$ cat config.mk
export PLATFORM = sky130hd
export DESIGN_NAME = boot_pram_loader
export DESIGN_NICKNAME = d
export VERILOG_FILES = /design/src/rtl/boot_ldr_pkg.sv /design/src/rtl/bl_sequencer.sv /design/src/rtl/bl_word_packer.sv /design/src/rtl/boot_pram_loader.sv
export SDC_FILE = /design/constraint.sdc
export NUM_CORES = 1
export LEC_CHECK = 0
export CAP_MARGIN = 20
export CORE_MARGIN = 3
export CORE_UTILIZATION = 40
export DETAILED_ROUTE_END_ITERATION = 12
export PLACE_DENSITY = 0.81
export SYNTH_ARGS = -nofsm -noshare
export SYNTH_HDL_FRONTEND = slang
export SYNTH_HIERARCHICAL = 1
export SYNTH_SLANG_ARGS = --single-unit
$ cat constraint.sdc
create_clock -name clk -period 2.1 [get_ports clk]
set_input_delay 0.42 -clock clk [delete_from_list [all_inputs] [get_ports clk]]
set_output_delay 0.42 -clock clk [all_outputs]
set_load 0.02 [all_outputs]
$ cat src/rtl/boot_ldr_pkg.sv
package boot_ldr_pkg;

    localparam int unsigned WORD_W = 32;
    localparam int unsigned BYTE_W = 8;
    localparam int unsigned LANES  = WORD_W / BYTE_W;
    localparam int unsigned LANE_W = $clog2(LANES);

    typedef enum logic [2:0] {
        ST_START,
        ST_MEM,
        ST_HOST,
        ST_DONE,
        ST_HALT
    } ldr_state_e;

    typedef struct packed {
        logic bootstrap;
        logic from_host;
        logic port_b;
    } mode_t;

    typedef struct packed {
        logic              valid;
        logic              wide;
        logic [WORD_W-1:0] data;
    } unit_t;

    function automatic mode_t decode_mode(input logic [2:0] bits);
        mode_t m;
        m.bootstrap = bits[2];
        m.from_host = bits[1];
        m.port_b    = bits[0];
        return m;
    endfunction

    function automatic int unsigned max3(input int unsigned a, input int unsigned b,
                                         input int unsigned c);
        int unsigned r;
        r = (a > b) ? a : b;
        return (r > c) ? r : c;
    endfunction

endpackage

$ cat src/rtl/bl_sequencer.sv
module bl_sequencer
    import boot_ldr_pkg::*;
#(
    parameter logic [31:0] MEM_BASE   = 32'hFFFF_0000,
    parameter int unsigned MEM_BYTES  = 4096,
    parameter int unsigned HOST_BYTES = 4096,
    parameter int unsigned HOST_WORDS = 1024
) (
    input  logic              clk,
    input  logic              rst,
    input  logic [2:0]        boot_mode,
    input  logic              ext_ready,
    input  logic [BYTE_W-1:0] ext_data,
    input  logic              host_valid,
    input  logic [WORD_W-1:0] host_data,
    input  logic              host_hf0,
    input  logic              host_hf1,
    output unit_t             unit,
    output logic              ext_rd,
    output logic [31:0]       ext_addr,
    output logic              port_b,
    output logic              done
);

    localparam int unsigned MAX_UNITS = max3(MEM_BYTES, HOST_BYTES, HOST_WORDS);
    localparam int unsigned CNT_W     = $clog2(MAX_UNITS + 1);
    localparam logic [CNT_W-1:0] MEM_LAST   = CNT_W'(MEM_BYTES - 1);
    localparam logic [CNT_W-1:0] HBYTE_LAST = CNT_W'(HOST_BYTES - 1);
    localparam logic [CNT_W-1:0] HWORD_LAST = CNT_W'(HOST_WORDS - 1);

    ldr_state_e       state;
    mode_t            mode_q;
    logic             wide_q;
    logic [CNT_W-1:0] idx;
    logic [CNT_W-1:0] host_last;
    mode_t            mode_now;

    assign mode_now  = decode_mode(boot_mode);
    assign host_last = wide_q ? HWORD_LAST : HBYTE_LAST;

    always_ff @(posedge clk) begin
        if (rst) begin
            state  <= ST_START;
            mode_q <= '0;
            wide_q <= 1'b0;
            idx    <= '0;
        end else begin
            unique case (state)
                ST_START: begin
                    mode_q <= mode_now;
                    wide_q <= host_hf1;
                    idx    <= '0;
                    if (!mode_now.bootstrap)
                        state <= ST_HALT;
                    else if (mode_now.from_host)
                        state <= ST_HOST;
                    else
                        state <= ST_MEM;
                end
                ST_MEM: begin
                    if (ext_ready) begin
                        idx <= idx + 1'b1;
                        if (idx == MEM_LAST)
                            state <= ST_DONE;
                    end
                end
                ST_HOST: begin
                    if (host_hf0) begin
                        state <= ST_DONE;
                    end else if (host_valid) begin
                        idx <= idx + 1'b1;
                        if (idx == host_last)
                            state <= ST_DONE;
                    end
                end
                ST_DONE: state <= ST_HALT;
                default: state <= ST_HALT;
            endcase
        end
    end

    always_comb begin
        unit.valid = ((state == ST_MEM) && ext_ready) ||
                     ((state == ST_HOST) && host_valid && !host_hf0);
        unit.wide  = (state == ST_HOST) && wide_q;
        unit.data  = (state == ST_MEM) ? {{(WORD_W-BYTE_W){1'b0}}, ext_data} : host_data;
    end

    assign ext_rd   = (state == ST_MEM);
    assign ext_addr = MEM_BASE + 32'(idx);
    assign port_b   = mode_q.port_b;
    assign done     = (state == ST_DONE);

endmodule

$ cat src/rtl/bl_word_packer.sv
module bl_word_packer
    import boot_ldr_pkg::*;
#(
    parameter int unsigned RAM_AW = 10
) (
    input  logic              clk,
    input  logic              rst,
    input  unit_t             unit,
    output logic              we,
    output logic [RAM_AW-1:0] waddr,
    output logic [WORD_W-1:0] wdata
);

    logic [LANES-1:0][BYTE_W-1:0] acc;
    logic [LANES-1:0][BYTE_W-1:0] assembled;
    logic [LANE_W-1:0]            lane;
    logic [RAM_AW-1:0]            next_addr;
    logic                         last_lane;

    assign last_lane = (lane == LANE_W'(LANES - 1));

    always_comb begin
        assembled       = acc;
        assembled[lane] = unit.data[BYTE_W-1:0];
    end

    always_ff @(posedge clk) begin
        if (rst) begin
            acc       <= '0;
            lane      <= '0;
            we        <= 1'b0;
            waddr     <= '0;
            wdata     <= '0;
            next_addr <= '0;
        end else begin
            we <= 1'b0;
            if (unit.valid) begin
                if (unit.wide) begin
                    we        <= 1'b1;
                    wdata     <= unit.data;
                    waddr     <= next_addr;
                    next_addr <= next_addr + 1'b1;
                end else begin
                    acc[lane] <= unit.data[BYTE_W-1:0];
                    if (last_lane) begin
                        we        <= 1'b1;
                        wdata     <= assembled;
                        waddr     <= next_addr;
                        next_addr <= next_addr + 1'b1;
                        lane      <= '0;
                    end else begin
                        lane <= lane + 1'b1;
                    end
                end
            end
        end
    end

endmodule

$ cat src/rtl/boot_pram_loader.sv
module boot_pram_loader
    import boot_ldr_pkg::*;
#(
    parameter logic [31:0] MEM_BASE   = 32'hFFFF_0000,
    parameter int unsigned MEM_BYTES  = 4096,
    parameter int unsigned HOST_BYTES = 4096,
    parameter int unsigned HOST_WORDS = 1024,
    parameter int unsigned RAM_WORDS  = 1024,
    localparam int unsigned RAM_AW    = $clog2(RAM_WORDS)
) (
    input  logic              clk,
    input  logic              rst,
    input  logic [2:0]        boot_mode,
    output logic [31:0]       ext_addr,
    output logic              ext_rd,
    input  logic [7:0]        ext_data,
    input  logic              ext_ready,
    input  logic              host_valid,
    input  logic [31:0]       host_data,
    input  logic              host_hf0,
    input  logic              host_hf1,
    output logic [RAM_AW-1:0] ram_addr,
    output logic [31:0]       ram_wdata,
    output logic              ram_we,
    output logic              port_b_sel,
    output logic              boot_done
);

    unit_t unit;

    bl_sequencer #(
        .MEM_BASE  (MEM_BASE),
        .MEM_BYTES (MEM_BYTES),
        .HOST_BYTES(HOST_BYTES),
        .HOST_WORDS(HOST_WORDS)
    ) u_seq (
        .clk       (clk),
        .rst       (rst),
        .boot_mode (boot_mode),
        .ext_ready (ext_ready),
        .ext_data  (ext_data),
        .host_valid(host_valid),
        .host_data (host_data),
        .host_hf0  (host_hf0),
        .host_hf1  (host_hf1),
        .unit      (unit),
        .ext_rd    (ext_rd),
        .ext_addr  (ext_addr),
        .port_b    (port_b_sel),
        .done      (boot_done)
    );

    bl_word_packer #(
        .RAM_AW(RAM_AW)
    ) u_pack (
        .clk  (clk),
        .rst  (rst),
        .unit (unit),
        .we   (ram_we),
        .waddr(ram_addr),
        .wdata(ram_wdata)
    );

endmodule

======== Word level (Yosys, flattened, before mapping) ========
Index checks and enable logic that the tools add are counted.
word-level totals
  register bits ........................... 105
  input bits .............................. 49
  output and inout bits ................... 78
  logic and storage cells ................. 74
operators by class
  add/sub/neg operators ................... 4
  magnitude comparators ................... 2
  equal/unequal tests ..................... 12
  mux-type cells .......................... 26
  bitwise gates (word level) .............. 2
  reduce and logical (&&, ||, !) cells .... 15
operators by type and width
  kind                                                                      number
  32-bit two-way mux                                                        3
  10-bit two-way mux                                                        4
  13-bit two-way mux                                                        3
  13-bit one-hot mux with 3 select lines                                    1
  32-bit bitwise mux                                                        1
  17-bit by 14-bit adder with 18-bit output (first input constant)          1
  3-bit two-way mux                                                         6
  8-bit demux with 2-bit select                                             1
  13-bit by 1-bit adder with 13-bit output (second input constant)          1
  13-bit by 12-bit equality test with 1-bit output (second input constant)  1
  13-bit equality test                                                      1
  12-bit two-way mux                                                        1
  10-bit by 1-bit adder with 10-bit output (second input constant)          1
  3-bit one-hot mux with 3 select lines                                     1
  8-bit two-way mux                                                         1
  4-bit AND reduction                                                       2
  3-bit by 2-bit equality test with 1-bit output (second input constant)    2
  1-bit logical AND                                                         5
  2-bit two-way mux                                                         2
  2-bit by 1-bit inequality test with 1-bit output (second input constant)  2
  2-bit inequality test (second input constant)                             2
  2-bit AND reduction                                                       2
  3-bit by 1-bit equality test with 1-bit output (second input constant)    1
  3-bit zero test                                                           1
  13 further kinds                                                          15

======== Longest topological paths before layout ========
  depth in word-level cells ............... 7
  gate-level depth with buffers ........... 11
  depth with buffers taken out ............ 7

======== Cells and area by module ========
Netlist, hierarchy kept.
modules (own cells, without submodules)
  module          times used  cells an instance  area an instance (µm²)  seq. area each (µm²)
  bl_word_packer  1           423                3365.7                  1581.5
  bl_sequencer    1           181                1415.1                  360.3

======== Worst setup path before layout ========
OpenSTA, ideal clock, no wires.
  path kind ............................... register to register
  start ................................... register u_seq.state[2]
  end ..................................... register u_pack.next_addr[9]
  setup time .............................. 0.070 ns
  arrival ................................. 2.233 ns
  data required time ...................... 2.030 ns
  path slack .............................. -0.203 ns
  stages on the path, launching flop included .. 7
  buffers on the path ..................... 1
  period minus slack after synthesis ...... 2.303 ns
  path through ............................ dfxtp_1 -> clkbuf_1 -> nor4b_1 -> o211ai_2 -> or2_1 -> or4_1 -> a21oi_1
RTL lines
  element                   RTL line              source
  start: declaration        bl_sequencer.sv:31    ldr_state_e state;
  start signal: assignment  bl_sequencer.sv:43    state <= ST_START;
  start signal: assignment  bl_sequencer.sv:54    state <= ST_HALT;
  start signal: assignment  bl_sequencer.sv:56    state <= ST_HOST;
  end signal: assignment    bl_word_packer.sv:42  next_addr <= next_addr + 1'b1;
  end signal: assignment    bl_word_packer.sv:49  next_addr <= next_addr + 1'b1;
  end: declaration          bl_word_packer.sv:17  logic [RAM_AW-1:0] next_addr;

==> results_dict.tcl <==
set metrics [dict create \
    mappedNetlistArea_um2 4780 \
    synth_warnings 6 \
    die_area_um2 13300 \
    cts_buffers 9 \
    grt_pass1_wl_mm 20.9 \
    fin_cells 853 \
    final_area_um2 6430 \
    arrival_ps 2330 \
    worstPathCellList "clkdlybuf4s50_1 -> nand4bb_1 -> a21oi_2 -> o211ai_2 -> or2_1 -> or4_1 -> a21oi_1" \
    num_antenna_cells 0 \
    grt_pass1_vias 4440 \
    cts_sinks 97 \
    root_buffer "clkbuf_16" \
    synthArstFlopShare 0 \
    p_sw_uw 1100 \
    reg2regPathDepth 8 \
    crit_family "simple AND/OR/NAND/NOR gates" \
    avgSynthCellArea_um2 7.92 \
    r2r_setup_slack_ps 80 \
    fmax_mhz 486 \
    hpwl_mm 9.54 \
    dp_cells 837 \
    rsz0062_at_grt "yes" \
    yosysMostFrequentCell "nand2_1" \
    antenna_found_initial 0 \
    cts_max_level 3 \
    synthTopCellsByCount "102 x nand2_1, 97 x dfxtp_1, 65 x a21oi_1, 40 x nor2_1, 32 x clkbuf_1" \
    clk-insertion-delay-late_ps 330 \
    hp-start "u_pack/acc[16]$_SDFFE_PP0P_" \
    worst_r2r_endpoint "u_pack/wdata[23]$_SDFFE_PP0P_" \
    fin_hold_ws_ps 455 \
    crit_buf_inv 1 \
    period_needed_ps 2060 \
    initial_core_util 0.413 \
    r2r_start "u_seq/state[1]$_SDFFE_PP0P_" \
    synth_cells 604 \
    synth-edff-count 0 \
    yosys-top-cells-area "dfxtp_1 41%, nand2_1 8.0%, a21oi_1 6.8%, mux2i_1 4.0%, nand3_1 3.2%" \
    synth_top_area_frac 0.406 \
    fin_util 0.556 \
    finalCritPeriodShare 0.980 \
    p_sw_frac 0.263 \
    firstDrtPassIters 5 \
    coreArea_um2 11600 \
    whs_endpoint "u_pack/acc[16]$_SDFFE_PP0P_" \
    io_buffers 107 \
    crit_slowest_cell "or4_1" \
    gp_congestion 0.860 \
    ys_types 53 \
    worst_hold_path.num_cells 2 \
    cts_max_path_buffers 2 \
    drt-initial-drc-count 412 \
    cts_tree "done" \
    drv_cap 0 \
    io-pin-count 127 \
    avgRoutedWirePerCell_um 15.4 \
    hold_buffers 0 \
    cp-start-kind "input port" \
    rows 39 \
    p_int_uw 3090 \
    crit_path_end_kind "register" \
    grt_max_degree 50 \
    grt_use_total 0.192 \
    synth.largest_area_cell "dfxtp_1" \
    grt_overflow 0 \
    p_clk_frac 0.388 \
    status "completed" \
    relSlewSlack 0.650 \
    power_uw 4190 \
    p_seq_frac 0.452 \
    area_growth_pct 34.4 \
    clkTransAtPathRegs_ps 70 \
    cp.required_ps 2370 \
    max_stage_delay_ps 460 \
    nNetsFinal 761 \
    worst_clock_skew_ps 8.82 \
    dominantRegCellSynth "dfxtp_1" \
    synth_seq_cells 97 \
    layout-drive-gt1-share 0.107 \
    hp-class "reg -> reg" \
    place_area_um2 6080 \
    route.detailed.drc 0 \
    drt-total-wl_mm 13.1 \
    worst_pin_slew_ps 523 \
    cp_max_fo 3 \
    vias 4660 \
    ant_nets 0 \
    p_leak_uw 0.00225 \
    vias_per_cell 5.46 \
    die_w_um 115 \
    setup_violations 0 \
    crit_type "in -> reg" \
    ys_seq_area_frac 0.406 \
    finalMaxSlewViolations 0 \
    hold_viol_final 0 \
    combPwrFrac 0.159 \
    pwr_density_cell_nw_per_um2 652 \
    chipHeight_um 115 \
    ir_drop_uv 470 \
]
## worst register-to-register path, stage by stage, from the launching register on
cell and delay (ps):
dfxtp_1 360, inv_1 160, and3_1 270, buf_12 210
mux2_2 460, mux2i_1 200, nand2_1 80, o211ai_1 90
a21oi_1 80
## per-stage QoR
| step | worst slack, ps | setup TNS, ps |
|---|---|---|
| after floorplan | -0.152 | -0.152 |
| after global placement | -340 | -20350 |
| after detailed placement | -347 | -22040 |
| after CTS | 25.5 | 0 |
| after global routing | -45.7 | -140 |
| final | 41.3 | 0 |
## power by group through the flow
stage	Sequential, uW	Clock (uW)	Combinational [uW]
after detailed placement	1930	0	636
final	1890	1630	668
after global placement	1930	0	622
after CTS	1890	1660	643
after floorplan	1930	0	395
after global routing	1900	1710	717
## cell families (layout without fill, tap and decap cells)
kind of cell,count (synthesis),count (layout),synth area share
xor+xnor,9,9,0.0165
other cells,2,19,0.00157
buf+inv,83,172,0.0832
mux,27,27,0.0586
fa+ha+maj,6,6,0.0157
simple gates,244,244,0.244
compound gates,136,136,0.174
flops,97,97,0.406
## state kept, by name, summed over array words and instances, names as in the netlist
signal            cells
u_pack/wdata         32
u_pack/lane           2
u_seq/port_b          1
u_pack/next_addr     10
u_pack/waddr         10
u_pack/we             1
u_seq/state           3
u_pack/acc           24
u_seq/idx            13
u_seq/wide_q          1
## layout by cell type, fill, tap and decap left out, drive strengths merged, types with 12 or more instances in the layout
master,n
nand2,102
nand3,31
mux2i,19
buf,41
clkdlybuf4s50,105
inv,12
a21oi,65
dfxtp,97
conb,19
nor2,40
o211ai,17
o21ai,16
nor2b,24
## repair_timing
item                                   in CTS  in global routing
setup endpoints to repair                   4                 58
endpoints found under the hold margin       0                  0
gates resized for setup                     3                 13
setup buffers                               0                  1
pin swaps                                   0                  1
## how the worst max path moves through the flow
stage,from,endpoint,slack [ps],depth (start not counted)
5_1_grt,host_hf0,u_pack/next_addr[9]$_SDFFE_PP0P_,-50,7
3_3_place_gp,host_hf0,u_pack/next_addr[9]$_SDFFE_PP0P_,-340,7
3_5_place_dp,host_hf0,u_pack/next_addr[9]$_SDFFE_PP0P_,-350,7
2_1_floorplan,u_seq/state[0]$_SDFFE_PP0P_,u_pack/next_addr[9]$_SDFFE_PP0P_,-0.2,7
6_report,host_hf0,u_pack/next_addr[9]$_SDFFE_PP0P_,40,7
4_1_cts,u_seq/state[0]$_SDFFE_PP0P_,u_pack/wdata[23]$_SDFFE_PP0P_,30,7
## area by class of cell
class | count | area (um2)
fill | 1010 | 5140
timing repair buffer | 147 | 1420
inverter | 10 | 37.5
clock buffer | 9 | 225
clock inverter | 6 | 67.6
multi-input combinational | 441 | 2550
sequential | 97 | 1940
tap | 143 | 179
## metal layers
metal | vias up | GRT usage | routed length, um
li1 | 2254 | - | -
met1 | 2214 | 0.229 | 5260
met2 | 162 | 0.340 | 6840
met3 | 30 | 0.0426 | 710
met4 | 0 | 0.0696 | 334
met5 | - | 0 | 0
Power figures use the tool's default switching activity.
